## config.mk

```make
export PLATFORM = sky130hd
export DESIGN_NAME = i2c_rx_master
export DESIGN_NICKNAME = d
export VERILOG_FILES = /design/src/rtl/i2c_rx_pkg.sv /design/src/rtl/i2c_rx_tick.sv /design/src/rtl/i2c_rx_shift.sv /design/src/rtl/i2c_rx_master.sv
export SDC_FILE = /design/constraint.sdc
export NUM_CORES = 1
export LEC_CHECK = 0
export BUFFER_PORTS_ARGS = -buffer_cell sky130_fd_sc_hd__buf_2
export CAP_MARGIN = 20
export CORE_MARGIN = 2
export CORE_UTILIZATION = 47
export DETAILED_ROUTE_END_ITERATION = 7
export HOLD_SLACK_MARGIN = 0.08
export PLACE_DENSITY = 0.78
export SKIP_CTS_REPAIR_TIMING = 1
export SYNTH_ARGS = -nofsm -noshare
export SYNTH_HDL_FRONTEND = slang
export SYNTH_SLANG_ARGS = --single-unit
```

## constraint.sdc

```tcl
create_clock -name clk -period 2.7 [get_ports clk]
set_input_delay 0.54 -clock clk [delete_from_list [all_inputs] [get_ports clk]]
set_output_delay 0.54 -clock clk [all_outputs]
set_load 0.05 [all_outputs]
```

## src/rtl/i2c_rx_pkg.sv

```systemverilog
package i2c_rx_pkg;
   typedef enum logic [2:0] {
      ST_IDLE,
      ST_SHIFT,
      ST_HOLD,
      ST_STOP_LO,
      ST_STOP_HI
   } rx_state_e;

   localparam logic [1:0] A_DATA = 2'd0;
   localparam logic [1:0] A_CTRL = 2'd1;
   localparam logic [1:0] A_STAT = 2'd2;

   localparam int C_XMIT = 0;
   localparam int C_NACK = 1;
   localparam int C_HOLD = 2;
   localparam int C_OWN  = 3;
   localparam int C_COND = 4;

   localparam int S_IRQ  = 0;
   localparam int S_FULL = 1;
   localparam int S_BUSY = 2;

   localparam int BYTE_W   = 8;
   localparam int BITS_PER = BYTE_W + 1;
endpackage

```

## src/rtl/i2c_rx_tick.sv

```systemverilog
module i2c_rx_tick #(
   parameter int DIV_W = 8
) (
   input  logic             clk,
   input  logic             rst_n,
   input  logic             run,
   input  logic [DIV_W-1:0] div,
   output logic             tick
);
   logic [DIV_W-1:0] cnt;
   logic [DIV_W-1:0] lim;

   assign lim  = (div == '0) ? DIV_W'(1) : div;
   assign tick = run && (cnt >= lim - DIV_W'(1));

   always_ff @(posedge clk or negedge rst_n) begin
      if (!rst_n)      cnt <= '0;
      else if (!run)   cnt <= '0;
      else if (tick)   cnt <= '0;
      else             cnt <= cnt + DIV_W'(1);
   end


   cnt_bound_chk: assert property (@(posedge clk) disable iff (!rst_n)
      run |-> (cnt < lim));
endmodule

```

## src/rtl/i2c_rx_shift.sv

```systemverilog
module i2c_rx_shift
   import i2c_rx_pkg::*;
#(
   parameter int CNT_W = 4
) (
   input  logic              clk,
   input  logic              rst_n,
   input  logic              active,
   input  logic              tick,
   input  logic              sda_s,
   output logic              scl_hi,
   output logic [CNT_W-1:0]  bitcnt,
   output logic [BYTE_W-1:0] shreg,
   output logic              byte_done
);
   localparam logic [CNT_W-1:0] ACK_IDX = CNT_W'(BYTE_W);

   assign byte_done = active && tick && scl_hi && (bitcnt == ACK_IDX);

   always_ff @(posedge clk or negedge rst_n) begin
      if (!rst_n) begin
         scl_hi <= 1'b0;
         bitcnt <= '0;
         shreg  <= '0;
      end else if (active && tick) begin
         if (!scl_hi) begin
            scl_hi <= 1'b1;
            if (bitcnt < ACK_IDX) shreg <= {shreg[BYTE_W-2:0], sda_s};
         end else begin
            scl_hi <= 1'b0;
            bitcnt <= (bitcnt == ACK_IDX) ? '0 : bitcnt + CNT_W'(1);
         end
      end
   end


   bit_range_chk: assert property (@(posedge clk) disable iff (!rst_n)
      bitcnt <= ACK_IDX);
endmodule

```

## src/rtl/i2c_rx_master.sv

```systemverilog
module i2c_rx_master
   import i2c_rx_pkg::*;
#(
   parameter int DIV_W       = 8,
   parameter int SYNC_STAGES = 2
) (
   input  logic             clk,
   input  logic             rst_n,
   input  logic [DIV_W-1:0] clk_div,
   input  logic             wr_en,
   input  logic             rd_en,
   input  logic [1:0]       addr,
   input  logic [7:0]       wdata,
   output logic [7:0]       rdata,
   output logic             irq,
   output logic             scl_oe,
   output logic             sda_oe,
   input  logic             sda_in
);
   localparam int CNT_W = $clog2(BITS_PER + 1);
   localparam logic [CNT_W-1:0] ACK_IDX = CNT_W'(BYTE_W);

   generate
      if (DIV_W < 2) begin : g_bad_div
         $error("DIV_W must be at least 2");
      end
      if (SYNC_STAGES < 0 || SYNC_STAGES > 4) begin : g_bad_sync
         $error("SYNC_STAGES must be 0 to 4");
      end
   endgenerate

   rx_state_e         state;
   logic [2:0]        ctrl_q;
   logic              busy_q, stop_req, irq_q, rx_full_q;
   logic              nack_cur, sent_nack;
   logic [BYTE_W-1:0] data_q;
   logic              sda_s, tick, run;
   logic              scl_hi, byte_done;
   logic [CNT_W-1:0]  bitcnt;
   logic [BYTE_W-1:0] shreg;
   logic              data_rd, ctrl_wr, stat_wr;
   logic              unused_bits;

   assign unused_bits = ^{wdata[7:5], wdata[2:1]};
   assign data_rd = rd_en && (addr == A_DATA);
   assign ctrl_wr = wr_en && (addr == A_CTRL);
   assign stat_wr = wr_en && (addr == A_STAT);

   // SDA input synchroniser, depth chosen by parameter
   generate
      if (SYNC_STAGES == 0) begin : g_nosync
         assign sda_s = sda_in;
      end else if (SYNC_STAGES == 1) begin : g_sync1
         logic s1;
         always_ff @(posedge clk or negedge rst_n) begin
            if (!rst_n) s1 <= 1'b1;
            else        s1 <= sda_in;
         end
         assign sda_s = s1;
      end else begin : g_syncn
         logic [SYNC_STAGES-1:0] sq;
         always_ff @(posedge clk or negedge rst_n) begin
            if (!rst_n) sq <= '1;
            else        sq <= {sq[SYNC_STAGES-2:0], sda_in};
         end
         assign sda_s = sq[SYNC_STAGES-1];
      end
   endgenerate

   assign run = (state == ST_SHIFT) || (state == ST_STOP_LO) || (state == ST_STOP_HI);

   i2c_rx_tick #(.DIV_W(DIV_W)) u_tick (
      .clk   (clk),
      .rst_n (rst_n),
      .run   (run),
      .div   (clk_div),
      .tick  (tick)
   );

   i2c_rx_shift #(.CNT_W(CNT_W)) u_shift (
      .clk       (clk),
      .rst_n     (rst_n),
      .active    (state == ST_SHIFT),
      .tick      (tick),
      .sda_s     (sda_s),
      .scl_hi    (scl_hi),
      .bitcnt    (bitcnt),
      .shreg     (shreg),
      .byte_done (byte_done)
   );

   always_ff @(posedge clk or negedge rst_n) begin
      if (!rst_n) begin
         state     <= ST_IDLE;
         ctrl_q    <= 3'b001;
         busy_q    <= 1'b0;
         stop_req  <= 1'b0;
         irq_q     <= 1'b0;
         rx_full_q <= 1'b0;
         nack_cur  <= 1'b0;
         sent_nack <= 1'b0;
         data_q    <= '0;
      end else begin
         if (ctrl_wr) begin
            ctrl_q <= wdata[2:0];
            if (wdata[C_OWN])                 busy_q   <= 1'b1;
            else if (!wdata[C_COND] && busy_q) stop_req <= 1'b1;
         end
         if (stat_wr && !wdata[S_IRQ]) irq_q <= 1'b0;
         if (data_rd) rx_full_q <= 1'b0;
         if (state == ST_SHIFT && bitcnt < ACK_IDX) nack_cur <= ctrl_q[C_NACK];
         if (byte_done) begin
            data_q    <= shreg;
            irq_q     <= 1'b1;
            rx_full_q <= 1'b1;
            sent_nack <= nack_cur;
         end
         unique case (state)
            ST_IDLE: begin
               if (stop_req) state <= ST_STOP_LO;
               else if (busy_q && !ctrl_q[C_XMIT] && data_rd) begin
                  state     <= ST_SHIFT;
                  sent_nack <= 1'b0;
               end
            end
            ST_SHIFT: begin
               if (byte_done && (nack_cur || ctrl_q[C_HOLD] || stop_req))
                  state <= ST_HOLD;
            end
            ST_HOLD: begin
               if (stop_req)                    state <= ST_STOP_LO;
               else if (data_rd && !sent_nack)  state <= ST_SHIFT;
            end
            ST_STOP_LO: if (tick) state <= ST_STOP_HI;
            ST_STOP_HI: begin
               if (tick) begin
                  state    <= ST_IDLE;
                  busy_q   <= 1'b0;
                  stop_req <= 1'b0;
               end
            end
            default: state <= ST_IDLE;
         endcase
      end
   end

   always_comb begin
      scl_oe = 1'b0;
      sda_oe = 1'b0;
      unique case (state)
         ST_IDLE:    scl_oe = busy_q;
         ST_SHIFT: begin
            scl_oe = !scl_hi;
            sda_oe = (bitcnt == ACK_IDX) && !nack_cur;
         end
         ST_HOLD:    scl_oe = 1'b1;
         ST_STOP_LO: begin scl_oe = 1'b1; sda_oe = 1'b1; end
         ST_STOP_HI: sda_oe = 1'b1;
         default: ;
      endcase
   end

   always_comb begin
      unique case (addr)
         A_DATA:  rdata = data_q;
         A_CTRL:  rdata = {4'b0, busy_q, ctrl_q};
         A_STAT:  rdata = {5'b0, busy_q, rx_full_q, irq_q};
         default: rdata = '0;
      endcase
   end

   assign irq = irq_q;


   hold_keeps_scl_chk: assert property (@(posedge clk) disable iff (!rst_n)
      (state == ST_HOLD && !data_rd && !stop_req) |=> scl_oe);


   sda_steady_chk: assert property (@(posedge clk) disable iff (!rst_n)
      (!scl_oe && !$past(scl_oe) && $past(state) != ST_STOP_HI) |-> $stable(sda_oe));


   nack_sticks_chk: assert property (@(posedge clk) disable iff (!rst_n)
      (state == ST_HOLD && sent_nack) |=> (state != ST_SHIFT));


   done_flags_chk: assert property (@(posedge clk) disable iff (!rst_n)
      byte_done |=> (irq_q && rx_full_q));


   stop_release_chk: assert property (@(posedge clk) disable iff (!rst_n)
      $fell(busy_q) |-> (!scl_oe && !sda_oe));
endmodule

```

# Word-level counts from Yosys, hierarchy flattened
# Index checks and enable logic that the tools add are counted.
# W data, S select, Z words.
totals:
  regBits: 43
  in_bits: 23
  out_inout_bits: 11
classes:
  n_lt_le_gt_ge: 2
  bitwise_logic: 1
  n_reduce_logical: 35
  muxes: 33
  n_addsub: 3
  n_eq_ne: 12
ops:
  columns: ["op", "n"]
  rows:
  - ["$mux W8", 3]
  - ["$pmux W8 S3", 1]
  - ["$mux W3", 7]
  - ["$mux W1", 18]
  - ["$logic_and A1 B1 Y1", 15]
  - ["$pmux W3 S5", 1]
  - ["$add A8 B1 Y8 const B", 1]
  - ["$ge A8 B8 Y1", 1]
  - ["$logic_not A8 Y1", 1]
  - ["$sub A8 B1 Y8 const B", 1]
  - ["$eq A3 B2 Y1 const B", 2]
  - ["$logic_not A1 Y1", 6]
  - ["$ne A3 B3 Y1 const B", 2]
  - ["$reduce_and A5 Y1", 1]
  - ["$add A4 B1 Y4 const B", 1]
  - ["$eq A4 B4 Y1 const B", 1]
  - ["$logic_or A1 B1 Y1", 4]
  - ["$lt A4 B4 Y1 const B", 1]
  - ["$mux W4", 1]
  - ["$ne A2 B1 Y1 const B", 2]
  - ["$reduce_bool A2 Y1", 2]
  - ["$reduce_or A2 Y1", 2]
  - ["$eq A3 B1 Y1 const B", 1]
  - ["$eq A3 B3 Y1 const B", 1]
  - ["other kinds (10)", 10]

# Longest topological paths before layout
# Gate-level depths: netlist (run 1).
logic_depth:
  depth_word: 12
  ltp_mapped: 14
  mapped_depth_nobuf: 13

# By module
# A second synthesis (run 1) with hierarchy kept.
hier_totals:
  hier_cells: 217
  hier_area_um2: 2372.3
modules_own_cells:
  columns: ["module", "instances", "cells_per_inst", "area_each_um2", "seq_area_each_um2"]
  rows:
  - ["i2c_rx_master", 1, 101, 1119.8, 554.3]
  - ["i2c_rx_tick", 1, 72, 686.9, 200.2]
  - ["i2c_rx_shift", 1, 44, 565.5, 325.3]

# Worst setup path after synthesis (run 1)
# Ideal clock, no wire load.
synth_timing:
  path_type: "input-to-reg"
  startpoint: "in clk_div[3]"
  endpoint: "reg data_q[1]"
  path_stages: 13
  arrival_ns: 3.146
  setup_slack_ns: -0.571
  path_cell_list: "nor4_1 nand2_1 nor2_1 nor2_1 ha_1 xnor2_1 ha_1 o21ai_1 a211o_1 o21a_1 nor3_1 buf_2 mux2_2"
synth_between:
  elab_chain_cells: 8
synth_lines:
  columns: ["item", "line_no", "rtl"]
  rows:
  - ["start: declaration", "i2c_rx_master.sv:9", "input logic [DIV_W-1:0] clk_div,"]
  - ["$logic_not A8 Y1", "i2c_rx_tick.sv:13", "assign lim = (div == '0) ? DIV_W'(1) : div;"]
  - ["$mux W8 *", "i2c_rx_tick.sv:13", null]
  - ["$sub A8 B1 Y8 *", "i2c_rx_tick.sv:14", "assign tick = run && (cnt >= lim - DIV_W'(1));"]
  - ["$ge A8 B8 Y1 *", "i2c_rx_tick.sv:14", null]
  - ["$logic_and A1 B1 Y1 *", "i2c_rx_tick.sv:14", null]
  - ["$logic_and A1 B1 Y1 * (3 in a row)", "i2c_rx_shift.sv:18", "assign byte_done = active && tick && scl_hi && (bitcnt == ACK_IDX);"]
  - ["end signal: assignment", "i2c_rx_master.sv:113", "data_q <= shreg;"]
  - ["end: declaration", "i2c_rx_master.sv:36", "logic [BYTE_W-1:0] data_q;"]
# Mark *: on every way between the ends. The rest lies on a longest branch, timed or not.
# A chain may end at the register's enable or synchronous reset.

# Worst setup path after layout (run 1)
layout_timing:
  startpoint: "in clk_div[3]"
  endpoint: "reg data_q[4]"
# Same word-level chain as after synthesis.

==> results.yml, run 1 <==
timing:
  hold_viol_final: 0
  finalSetupViolCount: 24
  clock_skew_ns: 0.008229
  min_period_ns: 2.987
  final_max_slew_viol_count: 0
  max-slew-margin-rel: 0.3680
  fmax_mhz: 334.8
  fin_ws_ns: -0.2866
  tns_ns: -4.956
  period_share: 1.106
  grt_setup_unrepaired: "true"
  tightest_slew_ns: 0.9481
pwr:
  p_leak_uw: 0.001405
  post-layout-total-power_uw: 2123
  vdd_ir_drop_max_mv: 0.5477
  powerDensity_mw_per_mm2: 713.7
synthesis:
  yosysWarnings: 0
  yosysTopAreaCellShare: 0.4345
  syn_area_sq_mm: 0.002303
  synthCells: 216
  yosys.area.top_type: "dfrtp_1"
  syn_nets: 251
  synth_area_leaders: "dfrtp_1, mux2_2, ha_1"
  yosysUniqueCellTypes: 40
  synth-seq-cells: 43
  postSynthAreaPerCell_sq_um: 10.66
  ys_seq_area_frac: 0.4688
worst_setup_path:
  worst_setup_path_start_kind: "input port"
  crit_required_ns: 2.88
  worst_setup_path_end_kind: "flop"
  arrival_ns: 3.17
  critPathKind: "input port to flop"
  worst-path-max-fanout: 5
global_routing:
  grt_max_degree: 44
  grt_pass1_wl_um: 7396
  grt_pass1_vias: 1698
  grt_usage: 0.1772
  antenna_found_initial: 0
  grt-ovfl-total: 0
final_layout:
  drive_gt1_frac: 0.3680
  post-route-util: 0.6299
  syn_to_final_growth_pct: 29.17
  final_area_sq_mm: 0.002975
  fin_nets: 303
  diodes: 0
floorplan:
  die_h_um: 74.01
  num_rows: 25
  die_w_um: 74.01
  start_util: 0.4877
  die_area_sq_mm: 0.005477
  core_region_area_sq_mm: 0.004723
  io_pins: 34
detailed_routing:
  drt_wl_total_um: 4996
  wl_per_cell_um: 14.87
  drt_first_pass_iters: 4
  viasPerCell: 5.286
  drtIter0Drc: 60
  drc: 0
  ant_nets: 0
  vias: 1776
flow_run:
  maxCapViolCount: 0
clocking:
  htreeDepth: 2
  cts_root_buffer: "clkbuf_8"
  clockBufferDepth: 2
  clock_sinks: 43
  numCtsBuffers: 5
  clkTransAtPathRegs_ns: 0.09
  clk_latency_ns: 0.29
  cts_tree: "built"
hold_path:
  hold_class: "input port to flop"
placed_design:
  gp_congestion: 0.8173
  place.port_buffers: 30
  post_dp_cell_area_sq_mm: 0.002684
  dp_hpwl_um: 3302
run_status:
  failed_checks: "setup timing"
  status: "finished with violations"
-- cells in the mapped netlist --
| cell | instances |
|---|---|
| a2111oi_2 | 1 |
| a211o_1 | 1 |
| a211oi_1 | 1 |
| a21o_1 | 2 |
| a21oi_1 | 6 |
| a22o_1 | 1 |
| a31oi_1 | 1 |
| a41oi_1 | 1 |
| and2_1 | 5 |
| and3_1 | 3 |
| and3b_1 | 1 |
| buf_2 | 1 |
| clkbuf_1 | 4 |
| dfrtp_1 | 40 |
| dfstp_2 | 3 |
| ha_1 | 12 |
| inv_1 | 6 |
| mux2_2 | 23 |
| mux2i_1 | 6 |
| nand2_1 | 16 |
| nand2b_1 | 3 |
| nand3_1 | 7 |
| nand4_1 | 1 |
| nor2_1 | 28 |
| nor2b_1 | 4 |
| nor3_1 | 1 |
| nor3b_1 | 1 |
| nor4_1 | 4 |
| nor4_4 | 1 |
| nor4b_1 | 1 |
| o211ai_1 | 3 |
| o21a_1 | 2 |
| o21ai_0 | 8 |
| o21ai_1 | 1 |
| o311a_1 | 1 |
| o31ai_1 | 2 |
| or3b_2 | 1 |
| or4bb_1 | 2 |
| xnor2_1 | 5 |
| xor2_1 | 6 |
-- state kept, by name (all words and copies together), names as in the netlist --
register / cells
u_shift.scl_hi: 1
nack_cur: 1
u_shift.bitcnt: 4
irq: 1
state: 3
busy_q: 1
u_tick.cnt: 8
ctrl_q: 3
stop_req: 1
u_shift.shreg: 8
rx_full_q: 1
data_q: 8
sent_nack: 1
g_syncn.sq: 2
-- layout make-up --
class / instances / area [sq um]
Fill cell: 373 / 1748
Multi-Input combinational cell: 162 / 1343
Sequential cell: 43 / 1080
Timing Repair Buffer: 50 / 331.6
Tap cell: 67 / 83.83
Clock buffer: 5 / 68.82
Clock inverter: 3 / 46.29
Inverter: 6 / 22.52
-- where the power goes --
part	internal (uW)	switching, uW	leakage [uW]
Sequential	759	156	0.000556
Combinational	319	380	0.000795
Clock	279	231	0.0000548
Total	1360	767	0.00140
-- cells in the final DEF (no fill, tap or decap), types with 7 or more instances in the layout --
cell | synthesis | final
mux2_2 | 23 | 7
nand2_1 | 16 | 15
o21ai_0 | 8 | 7
ha_1 | 12 | 10
dfrtp_1 | 40 | 40
nand3_1 | 7 | 7
buf_4 | 0 | 16
mux2_4 | 0 | 16
nor2_1 | 28 | 25
buf_2 | 1 | 28
-- metrics by stage --
stage	hold WS, ns	cells	setup WS (ns)
after floorplan	0.2444	216	-0.3621
after global placement	0.3462	326	-0.5155
after detailed placement	0.3510	326	-0.6316
after CTS	0.3256	334	-0.3113
after global routing	0.3136	336	-0.4022
final	0.3360	336	-0.2866
-- cells by family after synthesis --
group	count (synthesis)	share of synthesized area
and+or+nand+nor	79	0.1771
DFF	43	0.4688
AOI/OAI and AO/OA	31	0.09016
muxes	29	0.1385
adders and majority gates	12	0.06518
xor gates and xnor gates	11	0.04182
buffers and inverters	11	0.01846
-- worst max-delay path, cell delays in order --
cell     delay (ns)
buf_8          0.10
nor4_4         0.27
nand2_1        0.11
nor2_2         0.14
nor2_2         0.08
ha_4           0.18
xnor2_2        0.13
ha_1           0.27
o21ai_1        0.06
a211o_1        0.33
o21a_4         0.24
nor3_4         0.22
buf_6          0.17
mux2_4         0.31
-- worst paths after layout --
path	start	to	slack, ns	cells after the start
max	clk_div[3]	data_q[4]$_DFFE_PN0P_	-0.29	14
min	sda_in	g_syncn.sq[0]$_DFF_PN1_	0.34	1
max reg2reg	u_tick.cnt[2]$_DFF_PN0_	data_q[4]$_DFFE_PN0P_	0.51	7
max in group asynchronous	rst_n	state[2]$_DFFE_PN0P_	1.72	1
min in group asynchronous	rst_n	u_shift.shreg[1]$_DFFE_PN0P_	0.40	1
min reg2reg	g_syncn.sq[0]$_DFF_PN1_	g_syncn.sq[1]$_DFF_PN1_	0.36	0
-- metal layers --
layer / vias to the layer above / track usage / share of wire
met5: - / 0 / 0
met4: 0 / 0.06465 / 0.018
met3: 8 / 0.03659 / 0.027
met2: 28 / 0.3065 / 0.51
met1: 876 / 0.2195 / 0.45
li1: 864 / - / -
(Power assumes the default switching activity.)
==> inputs of run 2 (changes only) <==
--- a/config.mk
+++ b/config.mk
@@ -10,6 +10,7 @@
 export CORE_MARGIN = 2
 export CORE_UTILIZATION = 47
 export DETAILED_ROUTE_END_ITERATION = 7
+export GPL_TIMING_DRIVEN = 0
 export HOLD_SLACK_MARGIN = 0.08
 export PLACE_DENSITY = 0.78
 export SKIP_CTS_REPAIR_TIMING = 1
==> results.yml, run 2 (same netlist as run 1, synthesis figures left out) <==
worst_setup_path:
  crit_path_max_incr_delay_ns: 0.31
  worst_setup_path_start_kind: "input port"
  crit_family: "simple AND/OR/NAND/NOR gates"
  critPathKind: "input port to flop"
  crit_required_ns: 2.88
  cp.buffers_inverters: 2
  slowest_stage: "mux2_4"
  worst_setup_path_end_kind: "flop"
  crit_path_cell_trace: "buf_8 -> nor4_4 -> nand2_1 -> nor2_2 -> nor2_2 -> ha_2 -> xnor2_2 -> ha_2 -> o21ai_1 -> a211o_1 -> o21a_4 -> nor4_4 -> buf_6 -> mux2_4"
  worst-path-max-fanout: 8
  arrival_ns: 3.31
timing:
  max-slew-margin-rel: 0.3631
  fin_ws_ns: -0.4262
  finalSetupViolCount: 26
  period_share: 1.158
  grt_setup_unrepaired: "true"
  hold_viol_final: 0
  tightest_slew_ns: 0.9554
  fmax_mhz: 319.9
  clock_skew_ns: 0.005288
  final_max_slew_viol_count: 0
  tns_ns: -7.871
  min_period_ns: 3.126
pwr:
  p_leak_uw: 0.001326
  powerDensity_mw_per_mm2: 739.8
  vdd_ir_drop_max_mv: 0.4270
  post-layout-total-power_uw: 2079
final_layout:
  mostFrequentLayoutCells: "dfrtp_1, buf_2, nor2_1"
  drive_gt1_frac: 0.3154
  diodes: 0
  post-route-util: 0.5950
  stdcell_count: 327
  final_area_sq_mm: 0.002810
  fillers: 395
  syn_to_final_growth_pct: 22.00
  fin_nets: 294
  reg_top3: "data_q x8, u_shift.shreg x8, u_tick.cnt x8"
  final_common_cell: "dfrtp_1"
clocking:
  numCtsBuffers: 5
  cts_tree: "built"
  clkTransAtPathRegs_ns: 0.09
  clk_latency_ns: 0.29
  htreeDepth: 2
  cts_root_buffer: "clkbuf_8"
  clockBufferDepth: 2
  clock_sinks: 43
run_status:
  failed_checks: "setup timing"
  status: "finished with violations"
detailed_routing:
  drc: 0
  wl_met2_um: 2445
  ant_nets: 0
  drt_wl_total_um: 4708
  top_layer_used: "met4"
  drt-met1-wl_um: 2033
  vias: 1788
  wl_met3_um: 198
  drtIter0Drc: 68
  wl_per_cell_um: 14.40
  viasPerCell: 5.468
  drt_first_pass_iters: 4
placed_design:
  dp_hpwl_um: 3265
  place.port_buffers: 29
  gp_congestion: 0.8213
  placed_cells: 312
  post_dp_cell_area_sq_mm: 0.002566
hold_path:
  hold_class: "input port to flop"
floorplan:
  die_area_sq_mm: 0.005477
  die_h_um: 74.01
  num_rows: 25
  die_w_um: 74.01
  io_pins: 34
  start_util: 0.4877
  core_region_area_sq_mm: 0.004723
global_routing:
  grt_pass1_vias: 1554
  grt_pass1_wl_um: 7251
  grt_max_degree: 44
  grt-ovfl-total: 0
  antenna_found_initial: 0
  grt_usage: 0.1729
flow_run:
  maxCapViolCount: 0
run 2: cell types whose count changed in the layout (fill, tap and decap cells not counted), sizes merged:
| cell | delta |
|---|---|
| clkinv | +1 |
| clkinvlp | -1 |
| clkbuf | +4 |
| buf | -13 |
run 2: per-layer routing:
metal	global-route usage	vias to the layer above
met1	0.2283	887
met4	0.04040	0
met2	0.2907	40
met5	0	-
met3	0.04065	6
li1	-	855
run 2: layout make-up:
cell class / instances / area, sq um / area share
flip-flops and latches: 43 / 1080 / 0.3842
multi-input cells: 162 / 1264 / 0.4497
well taps: 67 / 83.83 / 0.02983
repair buffers: 36 / 217.7 / 0.07747
clock inverters: 3 / 47.55 / 0.01692
inverters: 6 / 22.52 / 0.008014
plain buffers: 5 / 26.28 / 0.009350
clock buffers: 5 / 68.82 / 0.02449
run 2: worst paths after layout:
check | start | cells after the start | to | slack (ns)
hold reg to reg | g_syncn.sq[0]$_DFF_PN1_ | 0 | g_syncn.sq[1]$_DFF_PN1_ | 0.36
max in group asynchronous | rst_n | 1 | rx_full_q$_DFFE_PN0P_ | 1.72
setup reg to reg | u_tick.cnt[0]$_DFF_PN0_ | 7 | u_shift.bitcnt[0]$_DFFE_PN0N_ | 0.32
hold / removal | sda_in | 1 | g_syncn.sq[0]$_DFF_PN1_ | 0.34
setup / recovery | clk_div[4] | 14 | u_shift.shreg[2]$_DFFE_PN0P_ | -0.43
min in group asynchronous | rst_n | 1 | ctrl_q[1]$_DFFE_PN0P_ | 0.39
run 2: power by group:
group | switching [uW] | internal, uW
clock | 232 | 280
sequential | 119 | 760
combinational | 400 | 288
run 2: per-stage QoR:
stage / worst slack [ns] / hold WS (ns)
after floorplan: -0.3621 / 0.2444
after global placement: -0.7765 / 0.3457
after detailed placement: -0.8028 / 0.3473
after CTS: -0.4894 / 0.3293
after global routing: -0.5495 / 0.3162
final: -0.4262 / 0.3384
run 2: worst reg2reg max path, delay by kind of cell (launching register included):
kind / cells / cell delay [ns]
compound gates: 2 / 0.79
buf+inv: 1 / 0.07
simple gates: 2 / 0.37
flops: 1 / 0.41
mux: 1 / 0.35
fa+ha+maj: 1 / 0.28
